===== config.mk =====
export PLATFORM = sky130hd
export DESIGN_NAME = sclk_cfg_slave
export DESIGN_NICKNAME = d
export VERILOG_FILES = /design/src/rtl/sclk_cfg_pkg.sv /design/src/rtl/sclk_bus_sync.sv /design/src/rtl/sclk_rx_ctrl.sv /design/src/rtl/sclk_rx_datapath.sv /design/src/rtl/sclk_out_gate.sv /design/src/rtl/sclk_cfg_slave.sv
export SDC_FILE = /design/constraint.sdc
export NUM_CORES = 1
export LEC_CHECK = 0
export BUFFER_PORTS_ARGS = -buffer_cell sky130_fd_sc_hd__buf_2
export CAP_MARGIN = 20
export CORE_ASPECT_RATIO = 1.25
export CORE_UTILIZATION = 32
export CTS_CLUSTER_DIAMETER = 100
export DETAILED_ROUTE_END_ITERATION = 16
export REMOVE_ABC_BUFFERS = 1
export SLEW_MARGIN = 20
export SYNTH_ARGS = -nofsm -noshare
export SYNTH_HDL_FRONTEND = slang
export SYNTH_SLANG_ARGS = --single-unit

===== constraint.sdc =====
create_clock -name clk -period 3.8 [get_ports clk]
set_input_delay 0.38 -clock clk [delete_from_list [all_inputs] [get_ports clk]]
set_output_delay 0.38 -clock clk [all_outputs]
set_load 0.01 [all_outputs]

===== src/rtl/sclk_cfg_pkg.sv =====
package sclk_cfg_pkg;

  localparam int BYTE_BITS = 8;
  localparam int HDR_BYTES = 3;  // address, command, count

  typedef enum logic [1:0] {
    ST_IDLE,
    ST_RECV,
    ST_ACK
  } rxState_t;

  typedef struct packed {
    logic shiftBit;    // sample one data bit into the shift register
    logic commitByte;  // acknowledged byte: advance index, store if data
    logic clearIdx;    // start condition: rewind byte index
  } dpStrobe_t;

endpackage


===== src/rtl/sclk_bus_sync.sv =====
module sclk_bus_sync #(
  parameter int STAGES = 2
) (
  input  logic clk,
  input  logic rst_n,
  input  logic sclIn,
  input  logic sdaIn,
  output logic sdaLvl,
  output logic sclRise,
  output logic sclFall,
  output logic startCond,
  output logic stopCond
);

  logic [STAGES-1:0] sclPipe;
  logic [STAGES-1:0] sdaPipe;
  logic sclPrev;
  logic sdaPrev;
  logic sclLvl;

  always_ff @(posedge clk or negedge rst_n) begin
    if (!rst_n) begin
      sclPipe <= '1;
      sdaPipe <= '1;
      sclPrev <= 1'b1;
      sdaPrev <= 1'b1;
    end else begin
      sclPipe <= {sclPipe[STAGES-2:0], sclIn};
      sdaPipe <= {sdaPipe[STAGES-2:0], sdaIn};
      sclPrev <= sclPipe[STAGES-1];
      sdaPrev <= sdaPipe[STAGES-1];
    end
  end

  assign sclLvl    = sclPipe[STAGES-1];
  assign sdaLvl    = sdaPipe[STAGES-1];
  assign sclRise   = sclLvl & ~sclPrev;
  assign sclFall   = ~sclLvl & sclPrev;
  assign startCond = sclLvl & sclPrev & sdaPrev & ~sdaLvl;
  assign stopCond  = sclLvl & sclPrev & ~sdaPrev & sdaLvl;

endmodule


===== src/rtl/sclk_rx_ctrl.sv =====
module sclk_rx_ctrl
  import sclk_cfg_pkg::*;
#(
  parameter logic [6:0] DEV_ADDR = 7'h69
) (
  input  logic       clk,
  input  logic       rst_n,
  input  logic       sclRise,
  input  logic       sclFall,
  input  logic       startCond,
  input  logic       stopCond,
  input  logic [7:0] rxByte,
  output dpStrobe_t  strobe,
  output logic       sdaPullDown
);

  localparam logic [7:0] WR_ADDR = {DEV_ADDR, 1'b0};
  localparam int CNT_W = $clog2(BYTE_BITS + 1);
  localparam logic [CNT_W-1:0] LAST_BIT = CNT_W'(BYTE_BITS);

  rxState_t       state;
  logic [CNT_W-1:0] bitCnt;
  logic           addrPhase;
  logic           byteDone;
  logic           addrOk;

  assign addrOk   = (rxByte == WR_ADDR);
  assign byteDone = (state == ST_RECV) && sclFall && (bitCnt == LAST_BIT);

  always_comb begin
    strobe            = '0;
    strobe.shiftBit   = (state == ST_RECV) && sclRise && (bitCnt != LAST_BIT);
    strobe.commitByte = byteDone && (!addrPhase || addrOk);
    strobe.clearIdx   = startCond;
  end

  always_ff @(posedge clk or negedge rst_n) begin
    if (!rst_n) begin
      state     <= ST_IDLE;
      bitCnt    <= '0;
      addrPhase <= 1'b0;
    end else if (startCond) begin
      state     <= ST_RECV;
      bitCnt    <= '0;
      addrPhase <= 1'b1;
    end else if (stopCond) begin
      state     <= ST_IDLE;
      bitCnt    <= '0;
      addrPhase <= 1'b0;
    end else begin
      unique case (state)
        ST_RECV: begin
          if (strobe.shiftBit) begin
            bitCnt <= bitCnt + 1'b1;
          end else if (byteDone) begin
            if (addrPhase && !addrOk) begin
              state <= ST_IDLE;
            end else begin
              state     <= ST_ACK;
              addrPhase <= 1'b0;
            end
          end
        end
        ST_ACK: begin
          if (sclFall) begin
            state  <= ST_RECV;
            bitCnt <= '0;
          end
        end
        default: begin
          bitCnt <= '0;
        end
      endcase
    end
  end

  assign sdaPullDown = (state == ST_ACK);

endmodule


===== src/rtl/sclk_rx_datapath.sv =====
module sclk_rx_datapath
  import sclk_cfg_pkg::*;
#(
  parameter int NUM_REGS = 3
) (
  input  logic                    clk,
  input  logic                    rst_n,
  input  dpStrobe_t               strobe,
  input  logic                    sdaBit,
  output logic [7:0]              rxByte,
  output logic [NUM_REGS*8-1:0]   regFlat
);

  localparam int IDX_W = $clog2(NUM_REGS + HDR_BYTES + 1);
  localparam logic [IDX_W-1:0] IDX_MAX = '1;

  logic [IDX_W-1:0] byteIdx;

  always_ff @(posedge clk or negedge rst_n) begin
    if (!rst_n) begin
      rxByte <= '0;
    end else if (strobe.shiftBit) begin
      rxByte <= {rxByte[6:0], sdaBit};
    end
  end

  always_ff @(posedge clk or negedge rst_n) begin
    if (!rst_n) begin
      byteIdx <= '0;
    end else if (strobe.clearIdx) begin
      byteIdx <= '0;
    end else if (strobe.commitByte && byteIdx != IDX_MAX) begin
      byteIdx <= byteIdx + 1'b1;
    end
  end

  for (genvar g = 0; g < NUM_REGS; g++) begin : g_bank
    localparam logic [IDX_W-1:0] SLOT = IDX_W'(HDR_BYTES + g);
    always_ff @(posedge clk or negedge rst_n) begin
      if (!rst_n) begin
        regFlat[g*8 +: 8] <= '0;
      end else if (strobe.commitByte && byteIdx == SLOT) begin
        regFlat[g*8 +: 8] <= rxByte;
      end
    end
  end

endmodule


===== src/rtl/sclk_out_gate.sv =====
module sclk_out_gate #(
  parameter int NUM_OUT  = 12,
  parameter int NUM_REGS = 3,
  parameter int FSEL_W   = 3
) (
  input  logic [NUM_REGS*8-1:0] regFlat,
  input  logic [NUM_OUT-1:0]    pllClk,
  input  logic                  xtalClk,
  output logic [NUM_OUT-1:0]    clkOut,
  output logic                  clkOe,
  output logic [FSEL_W-1:0]     freqSel
);

  localparam int MODE_BASE = (NUM_REGS - 1) * 8;
  localparam int OE_KILL   = 7;
  localparam int BYPASS    = 6;

  logic [7:0]         modeByte;
  logic [NUM_OUT-1:0] disMask;
  logic               unusedCfg;

  assign modeByte  = regFlat[MODE_BASE +: 8];
  assign disMask   = regFlat[NUM_OUT-1:0];
  assign unusedCfg = ^regFlat;

  for (genvar i = 0; i < NUM_OUT; i++) begin : g_out
    assign clkOut[i] = modeByte[BYPASS] ? xtalClk : (pllClk[i] & ~disMask[i]);
  end

  assign clkOe   = ~modeByte[OE_KILL];
  assign freqSel = modeByte[FSEL_W-1:0];

endmodule


===== src/rtl/sclk_cfg_slave.sv =====
module sclk_cfg_slave
  import sclk_cfg_pkg::*;
#(
  parameter int         NUM_OUT  = 12,
  parameter int         FSEL_W   = 3,
  parameter logic [6:0] DEV_ADDR = 7'h69
) (
  input  logic               clk,
  input  logic               rst_n,
  input  logic               sclIn,
  input  logic               sdaIn,
  output logic               sdaPullDown,
  input  logic [NUM_OUT-1:0] pllClk,
  input  logic               xtalClk,
  output logic [NUM_OUT-1:0] clkOut,
  output logic               clkOe,
  output logic [FSEL_W-1:0]  freqSel
);

  localparam int DIS_REGS = (NUM_OUT + 7) / 8;
  localparam int NUM_REGS = DIS_REGS + 1;

  logic sdaLvl, sclRise, sclFall, startCond, stopCond;
  logic [7:0] rxByte;
  logic [NUM_REGS*8-1:0] cfgFlat;
  dpStrobe_t strobe;

  sclk_bus_sync #(.STAGES(2)) u_sync (
    .clk(clk), .rst_n(rst_n), .sclIn(sclIn), .sdaIn(sdaIn),
    .sdaLvl(sdaLvl), .sclRise(sclRise), .sclFall(sclFall),
    .startCond(startCond), .stopCond(stopCond)
  );

  sclk_rx_ctrl #(.DEV_ADDR(DEV_ADDR)) u_ctrl (
    .clk(clk), .rst_n(rst_n), .sclRise(sclRise), .sclFall(sclFall),
    .startCond(startCond), .stopCond(stopCond), .rxByte(rxByte),
    .strobe(strobe), .sdaPullDown(sdaPullDown)
  );

  sclk_rx_datapath #(.NUM_REGS(NUM_REGS)) u_dp (
    .clk(clk), .rst_n(rst_n), .strobe(strobe), .sdaBit(sdaLvl),
    .rxByte(rxByte), .regFlat(cfgFlat)
  );

  sclk_out_gate #(.NUM_OUT(NUM_OUT), .NUM_REGS(NUM_REGS), .FSEL_W(FSEL_W)) u_gate (
    .regFlat(cfgFlat), .pllClk(pllClk), .xtalClk(xtalClk),
    .clkOut(clkOut), .clkOe(clkOe), .freqSel(freqSel)
  );

endmodule


==> results.cfg <==
[critical_path]
required_ps = 4020
cp.depth = 7
critPathLaunchType = flip-flop
r2r_slack_ps = 1300
end_kind = flip-flop
cpPeakStageDelay_ps = 740
r2r_start = u_ctrl.bitCnt[0]
crit_chain = inv_1, ha_1, and3b_1, nor3_2, nand4_1, or3_1, a31oi_1
rr_worst_depth = 7
reg2reg_to = u_ctrl.bitCnt[3]
crit_fanout = 14
cp.arrival_ps = 2710
crit_family = simple AND/OR/NAND/NOR gates
slowest_stage = nor3_2
path_buf_inv = 1
path_class = reg2reg

[clocking]
numCtsBuffers = 5
hold_buffers = 0
cts_tree = done
ctsResizeCount = 0
clock_path_buffers = 2
htree_num_levels = 2
root_buffer = clkbuf_8
post_cts_buffers = 0
clock_sinks = 41
clk_latency_ps = 300
clk_pin_slew_worst_paths_ps = 80

[floorplanning]
pin_count = 34
rows = 32
die_area_um2 = 6640
die_h_um = 90.9
dieWidth_um = 73.1
core_area_um2 = 6130
initial_core_util = 0.330

[power]
p_per_area_nw_per_um2 = 455
peakVddDrop_mv = 0.291
leakage_nw = 1.17
power_w = 0.00108

[grt]
grt.total_usage = 0.121
antenna_found_initial = 0
grt_max_degree = 42
grt_pass1_wl_mm = 6.19
grt_pass1_vias = 1304
grt.overflow.total = 0

[timing]
fmax_mhz = 400
rsz0062_at_grt = no
fin_crit_sh = 0.658
slew_headroom = 0.385
setup_tns_ps = 0
setup_ws_ps = 1300
period_needed_ps = 2500
setup_viol = 0
worstMarginPinSlew_ps = 917
hold_viol = 0
slew_violations = 0
skew_ps = 10.7

[final_layout]
utilization = 0.388
antenna_cells = 0
final_common_cell = dfrtp_1
fillers = 627
nNetsFinal = 236
syn2layout_area_growth_pct = 17.5
final_cell_mix = 35 x dfrtp_1, 33 x buf_2, 25 x mux2_2, 16 x nand2_1, 16 x o21ai_0
layout-drive-gt1-share = 0.371

[detailed_routing]
wl_met2_mm = 1.71
drtAntennaViolNets = 0
drtIter0Drc = 70
m1WireLength_mm = 1.66
top_layer_used = met4
drcViolationCount = 0
wl_per_cell_um = 12.2
viasPerCell = 4.68
wl_mm = 3.60
num_vias = 1382
firstDrtPassIters = 4
wl_met3_um = 147

[placed_design]
numPortBuffers = 33
place_congestion = 0.746
pre_cts_ws_ps = 1340
post-dp-hpwl_mm = 2.56

[logic_synthesis]
netlist-cell-type-count = 38
avgSynthCellArea_um2 = 11.5
seq_area_frac_synth = 0.511
ys_warn_count = 0
synth_cells = 176
syn_area_um2 = 2020
ys_ff_latch = 41

[hold_path]
hold_path.class = in2reg
min_from = sdaIn
whs_path_depth = 1
min_delay_worst_endpoint = u_sync.sdaPipe[0]

[job]
max_cap_viol_count = 0

[outcome]
outcome = complete, no violations
-- logic make-up after synthesis --
| logic type | Yosys count | synth area share |
|---|---|---|
| AOI/OAI and AO/OA | 27 | 0.0736 |
| xor gates and xnor gates | 1 | 0.00433 |
| adders and majority gates | 10 | 0.0619 |
| buffers and inverters | 17 | 0.0377 |
| DFF | 41 | 0.511 |
| muxes | 29 | 0.159 |
| and+or+nand+nor | 51 | 0.152 |
-- synth_stat cells (all sizes together) --
cell / n / share of area
dfrtp: 35 / 0.43
mux2: 25 / 0.14
nand2: 17 / 0.035
o21ai: 17 / 0.044
nand2b: 12 / 0.037
ha: 10 / 0.062
inv: 10 / 0.019
dfstp: 6 / 0.078
buf: 5 / 0.015
a21oi: 4 / 0.0099
mux2i: 4 / 0.020
nor2: 4 / 0.0074
nand3: 3 / 0.016
nand4: 3 / 0.0093
a31oi: 2 / 0.0062
and2: 2 / 0.0074
clkbuf: 2 / 0.0037
nor3: 2 / 0.0074
o22ai: 2 / 0.0062
a21o: 1 / 0.0037
and2b: 1 / 0.0037
and3: 1 / 0.0031
and3b: 1 / 0.0043
and4b: 1 / 0.0050
nand3b: 1 / 0.0037
nand4b: 1 / 0.0043
o21bai: 1 / 0.0037
or3: 1 / 0.0031
or4b: 1 / 0.0050
xnor2: 1 / 0.0043
-- per-layer routing --
layer	vias to the layer above	GRT usage
li1	673	-
met1	662	0.144
met2	37	0.200
met3	10	0.0313
met4	0	0.0556
met5	-	0
-- registers in the layout, summed over array words and instances (netlist names) --
name              cells
u_ctrl.bitCnt         4
u_dp.rxByte           8
u_ctrl.addrPhase      1
u_sync.sclPipe        2
u_dp.regFlat         17
u_ctrl.state          2
u_sync.sclPrev        1
u_dp.byteIdx          3
u_sync.sdaPrev        1
u_sync.sdaPipe        2
-- layout make-up --
cell class | count | area, um^2 | share of cell area
Clock buffer | 6 | 82.6 | 0.0348
Clock inverter | 2 | 37.5 | 0.0158
Inverter | 10 | 37.5 | 0.0158
Multi-Input combinational cell | 118 | 912 | 0.384
Sequential cell | 41 | 1030 | 0.435
Tap cell | 85 | 106 | 0.0448
Timing Repair Buffer | 33 | 165 | 0.0695
-- worst register-to-register path: stages, from the launching register on --
cell and delay, ps:
dfrtp_1 400, inv_1 90, ha_1 200, and3b_1 200, nor3_2 740, nand4_1 240
or3_1 380, a31oi_1 170
-- through the flow --
stage,area [um^2],hold slack (ps),instances
6_report,2370,183,295
3_5_place_dp,2250,349,287
5_1_grt,2370,169,295
4_1_cts,2370,175,295
2_1_floorplan,1980,84.4,169
3_3_place_gp,2250,346,287
-- power by group --
part / leakage (nW) / switching (W) / internal [W] / total [W]
logic: 0.563 / 0.000113 / 0.0000914 / 0.000204
registers: 0.544 / 0.0000388 / 0.000473 / 0.000512
clock network: 0.0574 / 0.000152 / 0.000214 / 0.000365
-- how the worst max path moves through the flow --
stage / from / endpoint
global placement: u_ctrl.bitCnt[0] / u_ctrl.bitCnt[3]
detailed placement: u_ctrl.bitCnt[0] / u_ctrl.bitCnt[3]
global route: u_ctrl.bitCnt[0] / u_ctrl.bitCnt[3]
floorplan: u_ctrl.bitCnt[0] / u_ctrl.bitCnt[3]
CTS: u_ctrl.bitCnt[0] / u_ctrl.bitCnt[3]
finish: u_ctrl.bitCnt[0] / u_ctrl.bitCnt[3]
No activity file was read; power rests on OpenSTA's default activity.
